`src/rtl/nor_shift_pkg.sv`:
```
package nor_shift_pkg;

  localparam logic [7:0] CMD_GENERIC = 8'h04;
  localparam logic [7:0] CMD_STAT_RD = 8'h02;
  localparam logic [7:0] CMD_STAT_WR = 8'h20;
  localparam logic [7:0] GATE_KEY    = 8'h30;
  localparam logic [7:0] OP_RDSR     = 8'h05;
  localparam logic [7:0] OP_WRSR     = 8'h01;

  localparam int REG_CMD    = 0;
  localparam int REG_COUNT  = 1;
  localparam int REG_STATUS = 2;
  localparam int REG_GATE   = 3;
  localparam int PD_BASE    = 8;
  localparam int CAP_BASE   = 16;

  typedef enum logic [1:0] {
    XFER_GENERIC,
    XFER_STAT_RD,
    XFER_STAT_WR
  } xfer_kind_e;

  typedef struct packed {
    logic       load;
    logic       shift;
    logic       sample;
    xfer_kind_e kind;
  } shift_strobe_t;

endpackage

```
`src/rtl/nor_shift_ctrl.sv`:
```
module nor_shift_ctrl
  import nor_shift_pkg::*;
#(
  parameter int NBYTES = 6,
  localparam int TB    = NBYTES * 8,
  localparam int CNT_W = $clog2(TB + 1)
) (
  input  logic             clk,
  input  logic             rstN,
  input  logic             cmdWe,
  input  logic             gateWe,
  input  logic [7:0]       wrData,
  input  logic [7:0]       countReg,
  output shift_strobe_t    strb,
  output logic [CNT_W-1:0] bitCnt,
  output logic             busy,
  output logic [7:0]       activeCmd,
  output logic             unlocked,
  output logic             csN,
  output logic             sck
);

  typedef enum logic [2:0] {
    ST_IDLE, ST_SETUP, ST_LOW, ST_HIGH, ST_HOLD_A, ST_HOLD_B
  } ctrl_state_e;

  ctrl_state_e      state;
  xfer_kind_e       activeKind;
  xfer_kind_e       newKind;
  logic             cmdValid;
  logic             startNow;
  logic [CNT_W-1:0] totalBits;
  logic [CNT_W-1:0] reqBits;

  always_comb begin
    cmdValid = 1'b1;
    newKind  = XFER_GENERIC;
    reqBits  = CNT_W'(16);
    if (wrData == CMD_GENERIC) begin
      if (int'(countReg) > TB) reqBits = CNT_W'(TB);
      else                     reqBits = CNT_W'(countReg);
    end else if (wrData == CMD_STAT_RD) begin
      newKind = XFER_STAT_RD;
    end else if (wrData == CMD_STAT_WR) begin
      newKind = XFER_STAT_WR;
    end else begin
      cmdValid = 1'b0;
    end
  end

  assign startNow = (state == ST_IDLE) && cmdWe && unlocked && cmdValid;

  always_comb begin
    strb.load   = startNow;
    strb.shift  = (state == ST_HIGH);
    strb.sample = (state == ST_HIGH);
    strb.kind   = (state == ST_IDLE) ? newKind : activeKind;
  end

  always_ff @(posedge clk or negedge rstN) begin
    if (!rstN) begin
      state      <= ST_IDLE;
      activeKind <= XFER_GENERIC;
      totalBits  <= '0;
      bitCnt     <= '0;
      busy       <= 1'b0;
      activeCmd  <= '0;
      unlocked   <= 1'b0;
      csN        <= 1'b1;
      sck        <= 1'b0;
    end else begin
      if (gateWe) unlocked <= (wrData == GATE_KEY);
      case (state)
        ST_IDLE: begin
          if (startNow) begin
            busy       <= 1'b1;
            activeCmd  <= wrData;
            activeKind <= newKind;
            totalBits  <= reqBits;
            bitCnt     <= '0;
            state      <= ST_SETUP;
          end
        end
        ST_SETUP: begin
          if (totalBits == '0) begin
            busy      <= 1'b0;
            activeCmd <= '0;
            state     <= ST_IDLE;
          end else begin
            csN   <= 1'b0;
            state <= ST_LOW;
          end
        end
        ST_LOW: begin
          sck   <= 1'b1;
          state <= ST_HIGH;
        end
        ST_HIGH: begin
          sck    <= 1'b0;
          bitCnt <= bitCnt + 1'b1;
          if (bitCnt == totalBits - 1'b1) state <= ST_HOLD_A;
          else                            state <= ST_LOW;
        end
        ST_HOLD_A: state <= ST_HOLD_B;
        ST_HOLD_B: begin
          csN       <= 1'b1;
          busy      <= 1'b0;
          activeCmd <= '0;
          state     <= ST_IDLE;
        end
        default: state <= ST_IDLE;
      endcase
    end
  end

endmodule

```
`src/rtl/nor_shift_dp.sv`:
```
module nor_shift_dp
  import nor_shift_pkg::*;
#(
  parameter int NBYTES = 6,
  parameter int ADDR_W = 5,
  localparam int TB    = NBYTES * 8,
  localparam int CNT_W = $clog2(TB + 1),
  localparam int IDX_W = $clog2(TB)
) (
  input  logic              clk,
  input  logic              rstN,
  input  logic              regWrEn,
  input  logic [ADDR_W-1:0] regAddr,
  input  logic [7:0]        regWrData,
  input  shift_strobe_t     strb,
  input  logic [CNT_W-1:0]  bitIdx,
  input  logic              misoIn,
  output logic              mosiOut,
  output logic [TB-1:0]     progVec,
  output logic [TB-1:0]     capVec,
  output logic [7:0]        countReg,
  output logic [7:0]        statusByte
);

  logic [7:0]      progData [NBYTES];
  logic [TB-1:0]   txSh;
  logic [IDX_W-1:0] capPos;

  for (genvar n = 0; n < NBYTES; n++) begin : g_pack
    assign progVec[n*8 +: 8] = progData[n];
  end

  assign mosiOut = txSh[TB-1];
  assign capPos  = IDX_W'(TB - 1) - IDX_W'(bitIdx);

  always_ff @(posedge clk or negedge rstN) begin
    if (!rstN) begin
      for (int n = 0; n < NBYTES; n++) progData[n] <= '0;
      countReg <= '0;
    end else if (regWrEn) begin
      for (int n = 0; n < NBYTES; n++)
        if (regAddr == ADDR_W'(PD_BASE + n)) progData[n] <= regWrData;
      if (regAddr == ADDR_W'(REG_COUNT)) countReg <= regWrData;
    end
  end

  always_ff @(posedge clk or negedge rstN) begin
    if (!rstN) begin
      txSh       <= '0;
      capVec     <= '0;
      statusByte <= '0;
    end else if (strb.load) begin
      case (strb.kind)
        XFER_STAT_RD: txSh <= {OP_RDSR, {(TB-8){1'b0}}};
        XFER_STAT_WR: txSh <= {OP_WRSR, progData[NBYTES-1], {(TB-16){1'b0}}};
        default: begin
          txSh   <= progVec;
          capVec <= '0;
        end
      endcase
    end else begin
      if (strb.shift) txSh <= {txSh[TB-2:0], 1'b0};
      if (strb.sample) begin
        if (strb.kind == XFER_GENERIC)
          capVec[capPos] <= misoIn;
        else if (strb.kind == XFER_STAT_RD && bitIdx >= CNT_W'(8))
          statusByte <= {statusByte[6:0], misoIn};
      end
    end
  end

endmodule

```
`src/rtl/nor_cmd_shifter.sv`:
```
module nor_cmd_shifter
  import nor_shift_pkg::*;
#(
  parameter int NBYTES = 6,
  parameter int ADDR_W = 5,
  localparam int TB    = NBYTES * 8,
  localparam int CNT_W = $clog2(TB + 1)
) (
  input  logic              clk,
  input  logic              rstN,
  input  logic              regWrEn,
  input  logic [ADDR_W-1:0] regAddr,
  input  logic [7:0]        regWrData,
  output logic [7:0]        regRdData,
  output logic              spiSck,
  output logic              spiCsN,
  output logic              spiMosi,
  input  logic              spiMiso
);

  shift_strobe_t    strb;
  logic [CNT_W-1:0] bitCnt;
  logic             busy;
  logic             unlocked;
  logic [7:0]       activeCmd;
  logic [7:0]       countReg;
  logic [7:0]       statusByte;
  logic [TB-1:0]    progVec;
  logic [TB-1:0]    capVec;
  logic             cmdWe;
  logic             gateWe;

  assign cmdWe  = regWrEn && (regAddr == ADDR_W'(REG_CMD));
  assign gateWe = regWrEn && (regAddr == ADDR_W'(REG_GATE));

  nor_shift_ctrl #(.NBYTES(NBYTES)) u_ctrl (
    .clk(clk), .rstN(rstN), .cmdWe(cmdWe), .gateWe(gateWe),
    .wrData(regWrData), .countReg(countReg), .strb(strb), .bitCnt(bitCnt),
    .busy(busy), .activeCmd(activeCmd), .unlocked(unlocked),
    .csN(spiCsN), .sck(spiSck)
  );

  nor_shift_dp #(.NBYTES(NBYTES), .ADDR_W(ADDR_W)) u_dp (
    .clk(clk), .rstN(rstN), .regWrEn(regWrEn), .regAddr(regAddr),
    .regWrData(regWrData), .strb(strb), .bitIdx(bitCnt), .misoIn(spiMiso),
    .mosiOut(spiMosi), .progVec(progVec), .capVec(capVec),
    .countReg(countReg), .statusByte(statusByte)
  );

  always_comb begin
    regRdData = '0;
    if (regAddr == ADDR_W'(REG_CMD))    regRdData = activeCmd;
    if (regAddr == ADDR_W'(REG_COUNT))  regRdData = countReg;
    if (regAddr == ADDR_W'(REG_STATUS)) regRdData = statusByte;
    for (int n = 0; n < NBYTES; n++) begin
      if (regAddr == ADDR_W'(PD_BASE + n))  regRdData = progVec[n*8 +: 8];
      if (regAddr == ADDR_W'(CAP_BASE + n)) regRdData = capVec[n*8 +: 8];
    end
  end

endmodule

```
`config.mk`:
```
export PLATFORM = sky130hd
export DESIGN_NAME = nor_cmd_shifter
export DESIGN_NICKNAME = d
export VERILOG_FILES = /design/src/rtl/nor_shift_pkg.sv /design/src/rtl/nor_shift_ctrl.sv /design/src/rtl/nor_shift_dp.sv /design/src/rtl/nor_cmd_shifter.sv
export SDC_FILE = /design/constraint.sdc
export NUM_CORES = 1
export LEC_CHECK = 0
export BUFFER_PORTS_ARGS = -buffer_cell sky130_fd_sc_hd__buf_2
export CAP_MARGIN = 20
export CORE_MARGIN = 5
export CORE_UTILIZATION = 40
export DETAILED_ROUTE_END_ITERATION = 10
export GPL_TIMING_DRIVEN = 1
export SYNTH_ARGS = -nofsm -noshare
export SYNTH_HDL_FRONTEND = slang
export SYNTH_SLANG_ARGS = --single-unit
export TNS_END_PERCENT = 10
```
`constraint.sdc`:
```
create_clock -name clk -period 3.9 [get_ports clk]
set_input_delay 0.39 -clock clk [delete_from_list [all_inputs] [get_ports clk]]
set_output_delay 0.39 -clock clk [all_outputs]
set_load 0.02 [all_outputs]
```
## After elaboration in Yosys (flattened, before gate mapping)

Index checks and enable logic that the tools add are counted.

| word-level totals | value |
|---|---|
| logic and storage cells | 135 |
| input port bits | 17 |
| bits in registers | 188 |
| output and inout bits | 11 |

| operators by class | value |
|---|---|
| eq/ne operators | 31 |
| muxes and demuxes | 46 |
| bitwise gates (word level) | 2 |
| $add $sub $neg | 3 |
| $lt $le $gt $ge | 4 |
| reductions and logical operators | 31 |

Operator list:

| cell | number |
|---|---|
| 48-bit two-way mux | 6 |
| 8-bit two-way mux | 17 |
| 48-bit case mux with 2 select lines | 1 |
| 48-bit bitwise mux | 1 |
| 5-bit by 4-bit == test with 1-bit output, second input constant | 6 |
| 5-bit == test, second input constant | 6 |
| 8-bit case mux with 3 select lines | 1 |
| 2-bit AND reduction | 10 |
| 6-bit two-way mux | 3 |
| 8-bit by 6-bit == test with 1-bit output, second input constant | 2 |
| 3-bit case mux with 5 select lines | 1 |
| 6-bit case mux with 2 select lines | 1 |
| 5-bit by 2-bit == test with 1-bit output, second input constant | 2 |
| 2-bit two-way mux | 5 |
| 2-bit nonzero test | 5 |
| 8-bit by 2-bit == test with 1-bit output, second input constant | 1 |
| 8-bit by 3-bit == test with 1-bit output, second input constant | 1 |
| 8-bit by 6-bit greater-than comparator with 1-bit output, second input constant | 1 |
| 1-bit logical AND | 7 |
| 6-bit by 7-bit less-than comparator with 1-bit output, second input constant | 1 |
| 6-bit by 1-bit adder with 6-bit output, second input constant | 1 |
| 1-bit demux with 6-bit select | 1 |
| 3-bit by 2-bit == test with 1-bit output, second input constant | 2 |
| 3-bit == test, second input constant | 2 |
| 23 further kinds | 33 |

## Logic depth before layout (Yosys ltp)

| logic depth | value |
|---|---|
| depth after elaboration | 16 |
| gate-level depth with buffers | 12 |
| gate-level depth less buffers | 10 |

## Cells and area by module

A second synthesis with hierarchy kept.

| second synthesis, totals | value |
|---|---|
| cells, all modules | 1,029 |
| area, all modules | 10,397.5 µm² |

Modules (own cells, without submodules):

| module | cells each | seq. area each (µm²) | instances | area each (µm²) |
|---|---|---|---|---|
| nor_shift_dp | 619 | 4,003.8 | 1 | 7,285.7 |
| nor_shift_ctrl | 161 | 726.9 | 1 | 1,571.5 |
| nor_cmd_shifter | 249 | 0.0 | 1 | 1,540.2 |

## Worst setup path before layout

Ideal clock, no wire load.

| path | value |
|---|---|
| path type | in2reg |
| start | in regWrData[4] |
| end | reg u_dp.capVec[10] |
| arrival time | 2.944 ns |
| cell stages on the path | 11 |
| path buffers | 2 |
| data required time | 3.772 ns |
| setup time | 0.128 ns |
| setup slack | 0.827 ns |
| cell sequence | or3_1 -> nor4_1 -> mux2i_1 -> ha_1 -> nor2b_1 -> nand4_1 -> or4_1 -> clkbuf_1 -> nand2_1 -> buf_2 -> mux2i_1 |

| on the way | value |
|---|---|
| longest elaborated chain between the ends | 9 |
| elaborated cells between the ends (all ways) | 20 |
| those cells by class | eq/ne (6); mux (8); reduce/logical (6) |

RTL lines:

| item | line | RTL |
|---|---|---|
| start, declared | nor_cmd_shifter.sv:13 | `input logic [7:0] regWrData,` |
| 8-bit by 6-bit == test with 1-bit output | nor_shift_ctrl.sv:44 | `end else if (wrData == CMD_STAT_WR) begin` |
| 2-bit two-way mux | nor_shift_ctrl.sv:44 |  |
| 2-bit two-way mux | nor_shift_ctrl.sv:42 | `end else if (wrData == CMD_STAT_RD) begin` |
| 2-bit two-way mux | nor_shift_ctrl.sv:39 | `if (wrData == CMD_GENERIC) begin` |
| 2-bit two-way mux | nor_shift_ctrl.sv:57 | `strb.kind = (state == ST_IDLE) ? newKind : activeKind;` |
| 2-bit == test or 2-bit by 1-bit == test with 1-bit output (tied branches) | nor_shift_dp.sv:53 | `case (strb.kind)` |
| 2-bit OR reduction (no line) | - |  |
| 2-bit != test (no line) | - |  |
| 3-bit AND reduction (no line) | - |  |
| end signal, assigned by index | nor_shift_dp.sv:65 | `capVec[capPos] <= misoIn;` |
| end, declared | nor_shift_dp.sv:20 | `output logic [TB-1:0] capVec,` |

Several ways; a longest one is shown, not always the timed one.
A chain may end at the register's enable or synchronous reset.

## Final worst setup path

| path | value |
|---|---|
| start | in regAddr[0] |
| end | out regRdData[3] |

| on the way | value |
|---|---|
| longest elaborated chain between the ends | 16 |
| elaborated cells between the ends (all ways) | 30 |
| those cells by class | eq/ne (14); mux (15); reduce/logical (1) |

RTL lines:

| item | line | RTL |
|---|---|---|
| start, declared | nor_cmd_shifter.sv:12 | `input logic [ADDR_W-1:0] regAddr,` |
| 5-bit logical NOT | nor_cmd_shifter.sv:52 | `if (regAddr == ADDR_W'(REG_CMD)) regRdData = activeCmd;` |
| 8-bit two-way mux | nor_cmd_shifter.sv:52 |  |
| 8-bit two-way mux | nor_cmd_shifter.sv:53 | `if (regAddr == ADDR_W'(REG_COUNT)) regRdData = countReg;` |
| 8-bit two-way mux | nor_cmd_shifter.sv:54 | `if (regAddr == ADDR_W'(REG_STATUS)) regRdData = statusByte;` |
| 8-bit two-way mux | nor_cmd_shifter.sv:56 | `if (regAddr == ADDR_W'(PD_BASE + n)) regRdData = progVec[n*8 +: 8];` |
| 8-bit two-way mux | nor_cmd_shifter.sv:57 | `if (regAddr == ADDR_W'(CAP_BASE + n)) regRdData = capVec[n*8 +: 8];` |
| 8-bit two-way mux | nor_cmd_shifter.sv:56 |  |
| 8-bit two-way mux | nor_cmd_shifter.sv:57 |  |
| 8-bit two-way mux | nor_cmd_shifter.sv:56 |  |
| 8-bit two-way mux | nor_cmd_shifter.sv:57 |  |
| 8-bit two-way mux | nor_cmd_shifter.sv:56 |  |
| 8-bit two-way mux | nor_cmd_shifter.sv:57 |  |
| 8-bit two-way mux | nor_cmd_shifter.sv:56 |  |
| 8-bit two-way mux | nor_cmd_shifter.sv:57 |  |
| 8-bit two-way mux | nor_cmd_shifter.sv:56 |  |
| 8-bit two-way mux * | nor_cmd_shifter.sv:57 |  |
| end, declared | nor_cmd_shifter.sv:14 | `output logic [7:0] regRdData,` |

Mark *: on every way between the ends. The rest lies on a longest branch, timed or not.

==> insert_results.sql <==
INSERT INTO impl_metrics (metric_group, metric, value, unit) VALUES
('synth', 'yosys_warnings', '0', ''),
('layout', 'layout.filler_cells', '2401', ''),
('layout', 'synthesis_to_layout_area_growth', '9.73', '%'),
('worst_setup_path', 'worst_flop_to_flop_path_endpoint', 'u_dp.capVec[16]', ''),
('sta', 'timing_max_transition_violations_final', '0', ''),
('sta', 'final-setup-viol-count', '0', ''),
('floorplanning', 'design.portCount', '28', ''),
('clock_tree', 'numClockSinks', '188', ''),
('layout', 'design.final.nets', '1062', ''),
('sta', 'setup_repair_after_global_routing_missed_its_margin', 'no', ''),
('sta', 'clock_skew', '0.0113', 'ns'),
('route', 'wl_per_cell', '22.5', 'um'),
('worst_setup_path', 'critPathArrivalTime', '2.97', 'ns'),
('grt', 'grt_antenna_before_repair', '0', ''),
('power_and_ir_drop', 'power.static_leakage', '4.78', 'nW'),
('synth', 'asyncSetResetFlopFracSynth', '1.00', ''),
('route', 'drt_first_pass_iters', '6', ''),
('floorplanning', 'core.rowCount', '58', ''),
('route', 'ant_nets', '0', ''),
('power_and_ir_drop', 'power.ir.vdd_worst', '0.000313', 'V'),
('floorplanning', 'initial_utilization', '0.406', ''),
('placed_design', 'dpl.cell_count', '1350', ''),
('layout', 'final_layout_size_suffix_gt1_frac', '0.150', ''),
('route', 'drt_drc_violations_left', '0', ''),
('sta', 'final_hold_viol_count', '0', ''),
('grt', 'grt_overflow', '0', ''),
('layout', 'multi_input_area', '5130', 'sq um'),
('sta', 'final.setup.worst_slack', '0.541', 'ns'),
('worst_setup_path', 'crit_fanout', '37', ''),
('synth', 'ys_seq_elements', '188', ''),
('layout', 'stdcell_area', '11200', 'sq um'),
('clock_tree', 'cts_max_path_buffers', '2', ''),
('sta', 'tightestPinTransition', '1.08', 'ns'),
('synth', 'synth.largest_area_cell', 'dfrtp_1', ''),
('clock_tree', 'cts_post_setup_buffers_inserted', '0', ''),
('route', 'drtIter0Drc', '1030', ''),
('clock_tree', 'post_cts.resized_instances', '0', ''),
('placed_design', 'placed_area', '10600', 'sq um'),
('route', 'routed-via-count', '8306', ''),
('worst_setup_path', 'regToRegSetupSlack', '0.58', 'ns'),
('floorplanning', 'core', '25200', 'sq um'),
('clock_tree', 'cts-buffers-inserted', '17', ''),
('grt', 'via_count_of_the_first_global_routing_pass', '7963', ''),
('route', 'detail_route.wirelength', '31000', 'um'),
('clock_tree', 'clk_root_buffer_cell', 'clkbuf_16', ''),
('sta', 'share_of_the_clock_period_used_by_the_worst_path', '0.861', ''),
('synth', 'synth_flop_cell', 'dfrtp_1', ''),
('placed_design', 'hpwl', '21800', 'um'),
('run', 'maxCapViolations', '0', ''),
('worst_setup_path', 'required', '3.51', 'ns'),
('synth', 'syn-instance-count', '1059', ''),
('floorplanning', 'die-width', '170', 'um'),
('clock_tree', 'htreeDepth', '4', ''),
('status', 'run_status', 'finished, final reports clean', ''),
('floorplanning', 'die_outline_area', '28900', 'sq um'),
('synth', 'synthesis.area', '10200', 'sq um'),
('grt', 'grt_pass1_wl', '48400', 'um'),
('sta', 'max_clock_freq', '298', 'MHz'),
('worst_setup_path', 'worstSetupEndpointType', 'output pin', ''),
('route', 'post_detailed_route_via_to_cell_ratio', '6.01', ''),
('synth', 'synth_top_cells_by_area', 'dfrtp_1, mux2_2, mux2i_1', ''),
('placed_design', 'detailedPlace.worstSlack', '0.217', 'ns'),
('sta', 'tns', '0', 'ns'),
('layout', 'fin_cells', '1381', ''),
('synth', 'post_synth_num_cell_types', '67', ''),
('worst_setup_path', 'critical_path.reg2reg.startpoint', 'u_ctrl.state[2]', ''),
('clock_tree', 'cts_tree', 'built', ''),
('worst_setup_path', 'worstRegToRegCells', '8', ''),
('layout', 'layout_commonest_cell', 'dfrtp_1', ''),
('synth', 'synth.avg_cell_area', '9.66', 'sq um'),
('synth', 'mappedNetlistNets', '1082', '');
state kept, by name (all words and copies together) (netlist names):
signal,flops
u_ctrl.csN,1
u_dp.progVec,48
u_ctrl.sck,1
u_ctrl.bitCnt,6
u_ctrl.totalBits,6
u_dp.txSh,48
u_dp.countReg,8
u_ctrl.state,3
u_dp.capVec,48
u_ctrl.activeKind,2
u_dp.statusByte,8
u_ctrl.unlocked,1
u_ctrl.activeCmd,8
cell families (layout without fill, tap and decap cells):
kind of cell / Yosys count / in the layout / share of synthesized area
AOI/OAI and AO/OA: 278 / 278 / 0.168
xor gates and xnor gates: 9 / 9 / 0.00771
adders and majority gates: 6 / 6 / 0.00734
buffers and inverters: 101 / 93 / 0.0393
DFF: 188 / 188 / 0.460
muxes: 134 / 134 / 0.139
and+or+nand+nor: 343 / 343 / 0.178
worst max-delay path, stage by stage:
cell and delay (ns):
buf_2 0.58, nand2b_1 0.38, nor2_1 0.77, nand2_1 0.11, a22oi_1 0.29, o21ai_0 0.22, buf_2 0.21
power breakdown:
group / internal, W / leakage (nW) / switching (W)
combinational: 0.000160 / 2.21 / 0.000228
clock: 0.000923 / 0.285 / 0.000845
sequential: 0.00206 / 2.29 / 0.000172
cell usage after synthesis (4+ instances only):
cell type  instances
nand2b_1          14
o21ai_0          110
nand3_1           31
o211ai_1          13
or3_1              9
and3_1             4
a22o_1            11
clkbuf_1          64
buf_1              7
nand3b_1          46
a31oi_1           15
o21ai_1            4
o22ai_1            5
mux2i_1           69
and2_1             8
ha_1               6
o21a_1             5
o221ai_1           5
xor2_1             6
buf_2             18
a22oi_1           10
nand4_1            4
dfrtp_1          187
nand2_1           82
mux2_2            65
a211oi_1           9
inv_1             12
o31ai_1            4
a21oi_1           51
nor3_1            20
nor2b_1           18
nor2_1            78
and3b_1            6
worst max path at each step:
stage,slack (ns),to,start
after global routing,0.28,u_dp.capVec[40],u_ctrl.state[2]
final,0.54,regRdData[3],regAddr[0]
after detailed placement,0.22,u_dp.capVec[1],regWrData[7]
after floorplan,0.83,u_dp.capVec[10],regWrData[4]
after CTS,0.61,u_dp.capVec[40],u_ctrl.state[2]
after global placement,0.33,u_dp.capVec[0],regWrData[7]
area by class of cell:
| type | count | share of cell area |
|---|---|---|
| clock buffers | 18 | 0.0391 |
| inverters | 12 | 0.00401 |
| repair buffers | 50 | 0.0304 |
| flip-flops and latches | 188 | 0.419 |
| multi-input cells | 770 | 0.457 |
| well taps | 330 | 0.0368 |
| clock inverters | 13 | 0.0133 |
routing by layer:
layer | up-vias | GRT usage | share of wire
li1 | 3796 | - | -
met1 | 4123 | 0.306 | 0.44
met2 | 322 | 0.340 | 0.46
met3 | 65 | 0.0390 | 0.069
met4 | 0 | 0.0795 | 0.032
met5 | - | 0 | 0
through the flow:
stage | util | total power [W] | hold WS [ns]
global placement | 0.422 | 0.00264 | 0.465
detailed placement | 0.422 | 0.00265 | 0.467
global route | 0.446 | 0.00453 | 0.155
finish | 0.446 | 0.00439 | 0.0494
CTS | 0.446 | 0.00442 | 0.131
floorplan | - | 0.00242 | 0.0944
Note: power is estimated with default switching activity, not from simulation.
